===== src/rtl/qld_pkg.sv =====
package qld_pkg;
  typedef enum logic {
    POL_FEW  = 1'b0,
    POL_MANY = 1'b1
  } pol_e;

  // strict comparison against the threshold in the chosen direction
  function automatic logic win_ok(input pol_e p, input logic [15:0] total,
                                  input logic [15:0] thr);
    return (p == POL_MANY) ? (total > thr) : (total < thr);
  endfunction
endpackage


===== src/rtl/qld_johnson.sv =====
module qld_johnson (
  input  logic clk,
  input  logic rst_n,
  input  logic step,
  output logic ph_i,
  output logic ph_q
);
  logic [1:0] ring_q, ring_d;

  always_comb begin
    ring_d = ring_q;
    if (step) ring_d = {ring_q[0], ~ring_q[1]};
  end

  always_ff @(posedge clk or negedge rst_n) begin
    if (!rst_n) ring_q <= 2'b00;
    else        ring_q <= ring_d;
  end

  assign ph_i = ring_q[0];
  assign ph_q = ring_q[1];

  p_one_bit_step_r1: assert property (@(posedge clk) disable iff (!rst_n)
    step |=> ($countones(ring_q ^ $past(ring_q)) == 1));
  p_hold_r1: assert property (@(posedge clk) disable iff (!rst_n)
    !step |=> $stable(ring_q));
endmodule


===== src/rtl/qld_window.sv =====
module qld_window #(
  parameter int W = 4
) (
  input  logic         clk,
  input  logic         rst_n,
  input  logic         hit,
  output logic         done,
  output logic [W:0]   total
);
  logic [W-1:0] phase_q, phase_d;
  logic [W:0]   acc_q, acc_d, sum_w;
  logic         done_d;
  logic [W:0]   total_d;

  assign sum_w = acc_q + {{W{1'b0}}, hit};

  always_comb begin
    phase_d = phase_q + 1'b1;
    done_d  = &phase_q;
    total_d = total;
    acc_d   = sum_w;
    if (&phase_q) begin
      total_d = sum_w;
      acc_d   = '0;
    end
  end

  always_ff @(posedge clk or negedge rst_n) begin
    if (!rst_n) begin
      phase_q <= '0;
      acc_q   <= '0;
      done    <= 1'b0;
      total   <= '0;
    end else begin
      phase_q <= phase_d;
      acc_q   <= acc_d;
      done    <= done_d;
      total   <= total_d;
    end
  end

  p_done_single_r3: assert property (@(posedge clk) disable iff (!rst_n)
    done |=> !done);
  p_total_range_r3: assert property (@(posedge clk) disable iff (!rst_n)
    done |-> (total <= (W+1)'(1 << W)));
endmodule


===== src/rtl/qld_lock_fsm.sv =====
module qld_lock_fsm
  import qld_pkg::*;
#(
  parameter int W    = 4,
  parameter int WINS = 3
) (
  input  logic       clk,
  input  logic       rst_n,
  input  logic       done,
  input  logic [W:0] total,
  input  logic       pol,
  input  logic [W:0] thr_acq,
  input  logic [W:0] thr_hold,
  output logic       lock
);
  localparam int RW = (WINS > 1) ? $clog2(WINS) : 1;

  logic [RW-1:0] run_q, run_d;
  logic          lock_d;
  logic [W:0]    thr_sel;
  logic          pass;

  assign thr_sel = lock ? thr_hold : thr_acq;
  assign pass    = win_ok(pol_e'(pol), 16'(total), 16'(thr_sel));

  always_comb begin
    run_d  = run_q;
    lock_d = lock;
    if (done) begin
      if (!pass) begin
        run_d  = '0;
        lock_d = 1'b0;
      end else if (!lock) begin
        if (run_q == RW'(WINS - 1)) begin
          run_d  = '0;
          lock_d = 1'b1;
        end else begin
          run_d = run_q + 1'b1;
        end
      end
    end
  end

  always_ff @(posedge clk or negedge rst_n) begin
    if (!rst_n) begin
      run_q <= '0;
      lock  <= 1'b0;
    end else begin
      run_q <= run_d;
      lock  <= lock_d;
    end
  end

  p_rise_on_pass_r6: assert property (@(posedge clk) disable iff (!rst_n)
    $rose(lock) |-> $past(done && pass));
  p_drop_on_fail_r7: assert property (@(posedge clk) disable iff (!rst_n)
    (done && !pass) |=> !lock);
  p_quiet_between_r6: assert property (@(posedge clk) disable iff (!rst_n)
    !done |=> $stable(lock));
endmodule


===== src/rtl/quad_lock_det.sv =====
module quad_lock_det #(
  parameter int WIN_LOG2  = 4,
  parameter int LOCK_WINS = 3
) (
  input  logic                clk,
  input  logic                rst_n,
  input  logic                osc_tick,
  input  logic                ref_in,
  input  logic                pol,
  input  logic [WIN_LOG2:0]   thr_acq,
  input  logic [WIN_LOG2:0]   thr_hold,
  output logic                tap_i,
  output logic                tap_q,
  output logic                pd_out,
  output logic                lock
);
  logic             quad_hit;
  logic             win_done;
  logic [WIN_LOG2:0] win_total;
  logic             pd_d;

  qld_johnson u_ring (
    .clk  (clk),
    .rst_n(rst_n),
    .step (osc_tick),
    .ph_i (tap_i),
    .ph_q (tap_q)
  );

  assign pd_d     = ref_in ^ tap_i;
  assign quad_hit = ref_in ^ tap_q;

  always_ff @(posedge clk or negedge rst_n) begin
    if (!rst_n) pd_out <= 1'b0;
    else        pd_out <= pd_d;
  end

  qld_window #(.W(WIN_LOG2)) u_win (
    .clk  (clk),
    .rst_n(rst_n),
    .hit  (quad_hit),
    .done (win_done),
    .total(win_total)
  );

  qld_lock_fsm #(.W(WIN_LOG2), .WINS(LOCK_WINS)) u_fsm (
    .clk     (clk),
    .rst_n   (rst_n),
    .done    (win_done),
    .total   (win_total),
    .pol     (pol),
    .thr_acq (thr_acq),
    .thr_hold(thr_hold),
    .lock    (lock)
  );

  p_pd_registered_r2: assert property (@(posedge clk) disable iff (!rst_n)
    1'b1 |=> (pd_out == ($past(ref_in) ^ $past(tap_i))));
endmodule


===== config.mk =====
export PLATFORM = sky130hd
export DESIGN_NAME = quad_lock_det
export DESIGN_NICKNAME = d
export VERILOG_FILES = /design/src/rtl/qld_pkg.sv /design/src/rtl/qld_johnson.sv /design/src/rtl/qld_window.sv /design/src/rtl/qld_lock_fsm.sv /design/src/rtl/quad_lock_det.sv
export SDC_FILE = /design/constraint.sdc
export NUM_CORES = 1
export LEC_CHECK = 0
export CORE_UTILIZATION = 43
export CTS_CLUSTER_DIAMETER = 150
export CTS_CLUSTER_SIZE = 28
export DETAILED_ROUTE_END_ITERATION = 6
export HOLD_SLACK_MARGIN = 0.02
export PLACE_DENSITY = 0.67
export SLEW_MARGIN = 10
export SYNTH_ARGS = -nofsm -noshare
export SYNTH_HDL_FRONTEND = slang
export SYNTH_SLANG_ARGS = --single-unit

===== constraint.sdc =====
create_clock -name clk -period 2.2 [get_ports clk]
set_input_delay 0.44 -clock clk [delete_from_list [all_inputs] [get_ports clk]]
set_output_delay 0.44 -clock clk [all_outputs]
set_load 0.01 [all_outputs]

==> results of run 1 <==
registers in the layout (all words and copies together) (netlist names):
| name | flops |
|---|---|
| pd_out | 1 |
| u_win.done | 1 |
| u_win.acc_q | 5 |
| u_fsm.lock | 1 |
| u_win.phase_q | 4 |
| u_ring.ring_q | 2 |
| u_win.total | 5 |
| u_fsm.run_q | 2 |
worst min-delay path by stage:
stage | startpoint | to | cells past startpoint
after floorplan | rst_n | pd_out$_DFF_PN0_ | 0
after global placement | u_win.phase_q[0]$_DFF_PN0_ | u_win.phase_q[0]$_DFF_PN0_ | 1
after detailed placement | u_win.phase_q[0]$_DFF_PN0_ | u_win.phase_q[0]$_DFF_PN0_ | 1
after CTS | rst_n | u_win.phase_q[0]$_DFF_PN0_ | 2
after global routing | rst_n | u_win.total[1]$_DFFE_PN0P_ | 2
final | rst_n | u_win.total[1]$_DFFE_PN0P_ | 2
metal layers:
| metal | up-vias | wire (um) |
|---|---|---|
| li1 | 400 | - |
| met1 | 390 | 891 |
| met2 | 28 | 968 |
| met3 | 2 | 114 |
| met4 | 0 | 16 |
| met5 | - | 0 |
logic make-up after synthesis:
kind of cell	share of synthesized area (%)
and+or+nand+nor	12.9
DFF	48.7
AOI/OAI and AO/OA	12.5
buffers and inverters	3.25
muxes	7.66
adders and majority gates	9.28
xor gates and xnor gates	5.68
metrics by stage:
| step | setup TNS [ps] | instance area (um^2) |
|---|---|---|
| 4_1_cts | 0 | 1330 |
| 6_report | 0 | 1330 |
| 2_1_floorplan | 0 | 1080 |
| 3_3_place_gp | -107 | 1300 |
| 3_5_place_dp | -195 | 1300 |
| 5_1_grt | 0 | 1330 |
area by class of cell:
cell class,count,area share (%)
Tap cell,28,2.63
Clock inverter,1,0.376
Sequential cell,21,39.5
Inverter,8,2.26
Timing Repair Buffer,20,14.7
Multi-Input combinational cell,69,38.9
Clock buffer,3,1.69
worst reg2reg max path, stage by stage, from the launching register on:
cell      delay (ps)
dfrtp_1          530
mux2i_1          250
ha_1             300
a21oi_1          230
o221ai_2         180
or3_1            390
o211ai_2          80
cells in the mapped netlist, types with 2 or more instances:
cell,instances
a211oi_1,2
a21oi_1,5
a31oi_1,2
and2_1,2
dfrtp_1,21
ha_1,8
inv_1,7
mux2_1,2
mux2i_1,6
nand2_1,10
nand2b_1,2
nand3_1,4
nor2_1,3
o21ai_0,2
o21ai_1,4
xnor2_1,2
xor2_1,5
where the power goes:
| part | switching [W] | internal, W |
|---|---|---|
| clock | 0.000117 | 0.0000677 |
| combinational | 0.000281 | 0.000297 |
| sequential | 0.0000852 | 0.000487 |
==> results by stage, run 1 <==
Logic synthesis:
- The async set-reset flop share out of synthesis is 100%.
- The number of enable-type register cells in the synthesized netlist is 0.
- The distinct cell type count of the synthesized netlist is 29.
- Ranked by total cell area, the synthesized netlist is headed by dfrtp_1 (49%), ha_1 (9.3%), mux2i_1 (5.6%).
- Summing the sequential cell areas from Yosys gives 48.7% of the chip area.
- The number of nets in the synthesized netlist is about 120.
- After technology mapping, the gate count stands at 99.
- The Yosys step of the flow raised 0 warnings.
- The biggest area contributor in the post-synthesis netlist is dfrtp_1.
- The flip-flop cell with the highest count after synthesis is dfrtp_1.
- The share of the synthesized area in the top cell type is between 40 and 50%.
- The synthesized cell area is 0.00108 mm^2.
- A synthesized cell averages around 11 um^2.
- After synthesis the netlist holds a flip-flop and latch count of 21.

Global routing:
- Across every metal layer, demand over resource in global routing totals between 10% and 20%.
- The total overflow left after global routing is 0.
- The number of antenna violations at the first check in global routing is 0.
- For this run, global-route usage on met2 was measured as 31.2%.
- In this run the most used layer during global routing was met2.
- The met3 track utilization from global routing is 2.34%.
- The first global-routing pass estimated 3390 um of wire.
- Global routing used 19.5% of the available met1 tracks.
- The via count of the first global-routing pass came to 815.
- The pin count of the biggest net entering global routing is 22.

Placement:
- Prior to clock tree synthesis, the placed netlist has a worst setup slack of -98.4 ps.
- Detailed placement ended at an HPWL of 1500 um.
- Once placement completed, the tool counted placed cells totaling 146.
- The count of buffers added on input and output ports is 18.
- The placer's final routability congestion estimate is 0.811.

Cells and area:
- The fraction of layout instances using a drive strength above 1 is 8.20%.
- The top cell types in the final layout, fill and taps aside, are dfrtp_1 (21), clkdlybuf4s50_1 (18), nand2_1 (10), ha_1 (8), inv_1 (7).
- The post-layout utilization of the core is between 50% and 60%.
- In the final layout, the multi-input gates occupy 518 um^2.
- The footprint of the flip-flops and latches is 526 um^2.
- The non-filler instance count after layout is 150.
- The layout filler cell count is about 210.
- The number of antenna diodes in the final layout is 0.
- The net count of the finished layout is 146.
- Compared with the post-synthesis result, the final layout area differs by 23.4%.
- The most frequent standard cell in the layout excluding fill and tap cells is dfrtp_1.

Timing:
- Setup repair after global routing left no endpoint under its margin.
- Derived from the worst setup path, the maximum achievable clock frequency is 494 MHz.
- After layout, the worst path uses 92.0% of the clock period.
- The total count of max-transition violations in the final report is 0.
- The clock arrives with 5.33 ps of skew.
- The count of final setup violators is 0.
- In the post-route analysis, the smallest setup slack over all paths is 176 ps.
- At the pin with the least slew margin, the transition time is between 300 and 400 ps.
- Across all hold checks on the routed design, the worst slack comes to 458 ps.
- The routed design could run at a clock period as short as between 2000 and 2500 ps.
- The max-slew headroom at the worst pin is 74.4%.
- The number of hold violations in the final report is 0.

Die:
- In this run the count of I/O pins placed on the die edge is 19.
- The total number of placement rows is 17.
- The core region is 0.00230 mm^2.
- The die is 52.1 um wide.
- The die covers 0.00271 mm^2.
- Once the floorplan was initialized, standard cells occupied roughly 47% of the core.
- From bottom edge to top edge, the die measures 52.1 um.

Power:
- The power per standard cell area is 1000 mW/mm^2.
- The leakage power is 0.617 nW.
- The overall power consumption is between 0.001 and 0.0015 W.
- The maximum resistive drop on vdd is between 0.6 and 0.7 mV.

Worst setup path:
- The category of the most critical setup path is reg2reg.
- The critical path startpoint category is a flop.
- On the critical path, the stage with the largest delay is an instance of dfrtp_1.
- The longest individual stage delay on the worst path is 530 ps.
- The most critical setup path has its startpoint at u_fsm.lock$_DFFE_PN0P_.
- The critical path contains buffers and inverters numbering 0 combined.
- In this run the worst path has a maximum fanout of 6.
- The slack of the worst reg-to-reg path is 180 ps.
- At the worst endpoint, the required time is 2430 ps.
- The largest delay contributor family on the critical path is flip-flops.
- The critical path runs through a total of 6 cells.
- The worst reg2reg path startpoint is u_fsm.lock$_DFFE_PN0P_.
- The end point of the critical path is u_fsm.run_q[1]$_DFFE_PN0P_.
- The critical register-to-register path endpoint is u_fsm.run_q[1]$_DFFE_PN0P_.
- The arrival time of data at the critical path endpoint is 2250 ps.
- Walking the worst path, the cells encountered are mux2i_1 > ha_1 > a21oi_1 > o221ai_2 > or3_1 > o211ai_2.
- STA classifies the critical path endpoint as a flop.
- The number of cells traversed by the worst register-to-register path is 6.

Min path:
- The worst hold path belongs to the class in2async.

Outcome:
- The run finished with clean final reports.

Routing:
- The number of DRC violations after detailed routing is 0.
- The post-detailed-route wirelength per cell is around 13 um.
- The total vias in the final route is 820.
- The detailed router's first-iteration violation count is 8.
- Before antenna repair, the detailed router went through 4 iterations.
- The number of vias per cell is approximately 5.5.
- The count of nets left with antenna violations once routing finished came out at 0.
- The final wirelength is between 1500 and 2000 um.

CTS:
- The number of post-CTS setup repair buffers is 0.
- The number of buffers created by CTS is 3.
- The number of buffers added to fix hold violations after cts is 0.
- In this run the number of H-tree levels came out at 1.
- The buffer type at the clock tree root is clkbuf_4.
- The tree built by TritonCTS fans out to 21 sinks.
- The clock latency reported for the late side of the worst-skew pair is 300 ps.
- In this run, post-CTS repair resized a total of 0 instances.
- TritonCTS built the clock tree.
- After clock tree synthesis, the clock-pin slew on the worst setup and hold paths is 120 ps.
- In this run the deepest clock path goes through 2 buffers.

Run:
- The max-capacitance violation count is 0.
No activity file was read; power rests on OpenSTA's default activity.
==> run 2, diff against run 1 <==
--- a/config.mk
+++ b/config.mk
@@ -5,6 +5,7 @@
 export SDC_FILE = /design/constraint.sdc
 export NUM_CORES = 1
 export LEC_CHECK = 0
+export CORE_MARGIN = 2
 export CORE_UTILIZATION = 43
 export CTS_CLUSTER_DIAMETER = 150
 export CTS_CLUSTER_SIZE = 28
==> results by stage, run 2 (synthesized netlist as in run 1, its figures left out) <==
Timing:
- The post-route minimum period was 2020 ps (-8.44 ps).
- The max-slew headroom at the worst pin is 76.1% (+1.7 points).
- The post-layout worst setup margin is 185 ps (+8.44 ps).
- The total count of max-transition violations in the final report is 0 (unchanged).
- The number of hold violations in the final report came to 0 (unchanged).
- Setup repair after global routing left no endpoint under its margin.
- The count of final setup violators came to 0 (unchanged).
- The maximum clock skew at final layout is 3.51 ps (-1.82 ps).
- The post-route fraction of the period consumed by the critical path was 91.6% (-0.38 points).
- The top achievable clock speed is 496 MHz (+0.42%).
- The transition time at the pin with the least slew margin is 357 ps (-26.0 ps).

Die:
- The die extent in y came to 54.1 um (+3.8%).
- The placeable core region is 0.00243 mm^2 (+5.9%).
- The initial cell density of the core came to 44.3% (-2.6 points).
- The I/O pin count is 19 (unchanged).
- The die width is 54.1 um (+3.8%).
- The total die area is 0.00292 mm^2 (+7.8%).
- The total number of placement rows came to 18 (+1).

Placement:
- The detailed placer's ending HPWL is 1440 um (-3.8%).
- The placer's final routability congestion estimate is 0.755 (-6.9%).
- The post-place setup slack came to -108 ps (-9.39 ps).
- The count of port buffers added during placement is 18 (unchanged).

Power:
- The power per standard cell area came to 987 mW/mm^2 (-1.6%).
- The maximum resistive drop on vdd was 0.534 mV (-12%).
- The fraction of power consumed by combinational cells came to 42.8% (-0.5 points).
- The leakage power is 0.617 nW (unchanged).
- The switching power is 0.000469 W (-3.0%).
- The power share of the sequential group is 43.1% (+0.3 points).
- The net switching fraction of the power is 35.6% (-0.58 points).
- The cell-internal power is 0.000847 W (-0.50%).
- The proportion of power drawn by the clock network came to 14.0% (+0.2 points).

Worst setup path:
- By startpoint and endpoint, the worst setup path is classified as reg2out.
- The longest individual stage delay on the worst path was 540 ps (about the same).
- STA classifies the critical path startpoint as a flop.
- The number of cells traversed by the worst register-to-register path is 6 (unchanged).
- The worst register-to-register path ends at u_fsm.run_q[1]$_DFFE_PN0P_.
- The slowest stage of the critical path is the clkdlybuf4s50_1 cell.
- The highest fanout seen on the critical path is 7 (+1).
- The data required time at the worst endpoint was 1760 ps (-670 ps).
- The arrival time of data at the critical path endpoint is 1580 ps (-670 ps).
- The slack of the worst reg-to-reg path is 210 ps (+30 ps).
- The startpoint identified for the worst register-to-register timing path is u_fsm.lock$_DFFE_PN0P_.
- The nature of the critical path endpoint is an output pin.
- The critical path goes through buf_4 > clkdlybuf4s50_1.

Global routing:
- The pin count of the biggest net entering global routing is 22 (unchanged).
- The via count of the first global-routing pass is 767 (-5.9%).
- The global-route wire length before repair came to 3080 um (-8.9%).
- The final global-route overflow total is 0 (unchanged).
- The total track usage was 14.6% (-2.6 points).
- The number of antenna violations at the first check in global routing was 0 (unchanged).

CTS:
- The tree is rooted in a clkbuf_4.
- The CTS tree is yes.
- The number of post-CTS setup repair buffers came to 0 (unchanged).
- The deepest level of the CTS H-tree came to 1 (unchanged).
- The number of buffers added to fix hold violations after cts came to 0 (unchanged).
- The clock slew at the register clock pins of the worst setup and hold paths is 110 ps (about the same).
- The clock net sink count came to 21 (unchanged).
- The number of buffers created by CTS was 3 (unchanged).
- The number of gates resized after cts is 0 (unchanged).
- The clock latency reported for the late side of the worst-skew pair is 310 ps (about the same).
- The buffer levels on the longest clock path is 2 (unchanged).

Cells and area:
- The post-layout utilization of the core is 54.8% (-3.1 points).
- The fraction of layout instances using a drive strength above 1 was 8.20% (unchanged).
- The footprint of the flip-flops and latches is 526 um^2 (unchanged).
- From synthesis to final layout, the design area changed by 23.7%.
- The most frequent standard cell in the layout excluding fill and tap cells is dfrtp_1.
- The layout filler cell count is 230 (+9.0%).
- The multi-input logic area is 518 um^2 (unchanged).
- The largest registers in the layout are u_win.acc_q: 5 flops, u_win.total: 5 flops, u_win.phase_q: 4 flops.
- The top cell types in the final layout, fill and taps aside, are dfrtp_1 (21), clkdlybuf4s50_1 (18), nand2_1 (10), ha_1 (8), inv_1 (7).
- The net count of the finished layout is 146 (unchanged).
- The number of antenna cells inserted is 0 (unchanged).

Routing:
- The number of vias per cell is 5.34 (-2.4%).
- The number of DRC violations after detailed routing was 0 (unchanged).
- The post-detailed-route wirelength per cell is 12.3 um (-7.4%).
- The number of iterations in the first detailed-routing pass was 4 (unchanged).
- The detailed router's first-iteration violation count is 11 (+3).
- The total vias in the final route was 811 (-1.1%).
- The number of nets still failing antenna checks after routing came to 0 (unchanged).
- The final wirelength is 1870 um (-6.2%).

Min path:
- The class of the tightest hold or removal check is in2async.

Outcome:
- The run finished with clean final reports.

Run:
- The max-capacitance violation count is 0 (unchanged).
-- run 2: cell counts in the layout (fill, tap and decap cells not counted) --
Identical to the previous run, type by type.
-- run 2: how the worst max path moves through the flow --
| stage | depth (start not counted) | startpoint | slack, ps | endpoint |
|---|---|---|---|---|
| after floorplan | 7 | u_fsm.lock$_DFFE_PN0P_ | 270 | u_fsm.run_q[1]$_DFFE_PN0P_ |
| after global placement | 7 | thr_hold[4] | -50 | u_fsm.run_q[1]$_DFFE_PN0P_ |
| after CTS | 2 | u_fsm.lock$_DFFE_PN0P_ | 160 | lock |
| after global routing | 6 | u_fsm.lock$_DFFE_PN0P_ | 70 | u_fsm.run_q[1]$_DFFE_PN0P_ |
| final | 2 | u_fsm.lock$_DFFE_PN0P_ | 180 | lock |
| after detailed placement | 7 | thr_hold[4] | -110 | u_fsm.run_q[1]$_DFFE_PN0P_ |
-- run 2: area by class of cell --
cell class                 count  area share, %
timing repair buffer          20           14.6
inverter                       8           2.25
multi-input combinational     69           38.8
clock buffer                   3           1.69
tap                           30           2.81
clock inverter                 1          0.375
sequential                    21           39.4
-- run 2: metrics by stage --
step	hold WS [ps]	instances	area (um^2)	total power (W)	setup TNS, ps
floorplan	144	99	1080	0.000944	0
global placement	447	148	1310	0.00113	-97.5
detailed placement	441	148	1310	0.00115	-199
CTS	457	152	1330	0.00134	0
global route	471	152	1330	0.00143	0
finish	452	152	1330	0.00132	0
-- run 2: worst max-delay path: cells and delay by family (launching register included) --
family	cells	cell delay [ps]
flops	1	520
buf+inv	2	750
-- run 2: metal layers --
metal	GRT usage, %	vias to the layer above	share of wire (%)
met5	0	-	0
met4	7.50	0	2.4
met3	1.94	5	6.6
met2	24.6	26	47
met1	18.1	381	44
li1	-	399	-
-- run 2: power by group through the flow --
| stage | Combinational, W | Clock (W) | Sequential (W) |
|---|---|---|---|
| final | 0.000564 | 0.000185 | 0.000568 |
| after global routing | 0.000637 | 0.000203 | 0.000586 |
| after CTS | 0.000573 | 0.000194 | 0.000572 |
| after detailed placement | 0.000568 | 0 | 0.000580 |
| after global placement | 0.000554 | 0 | 0.000573 |
| after floorplan | 0.000378 | 0 | 0.000566 |
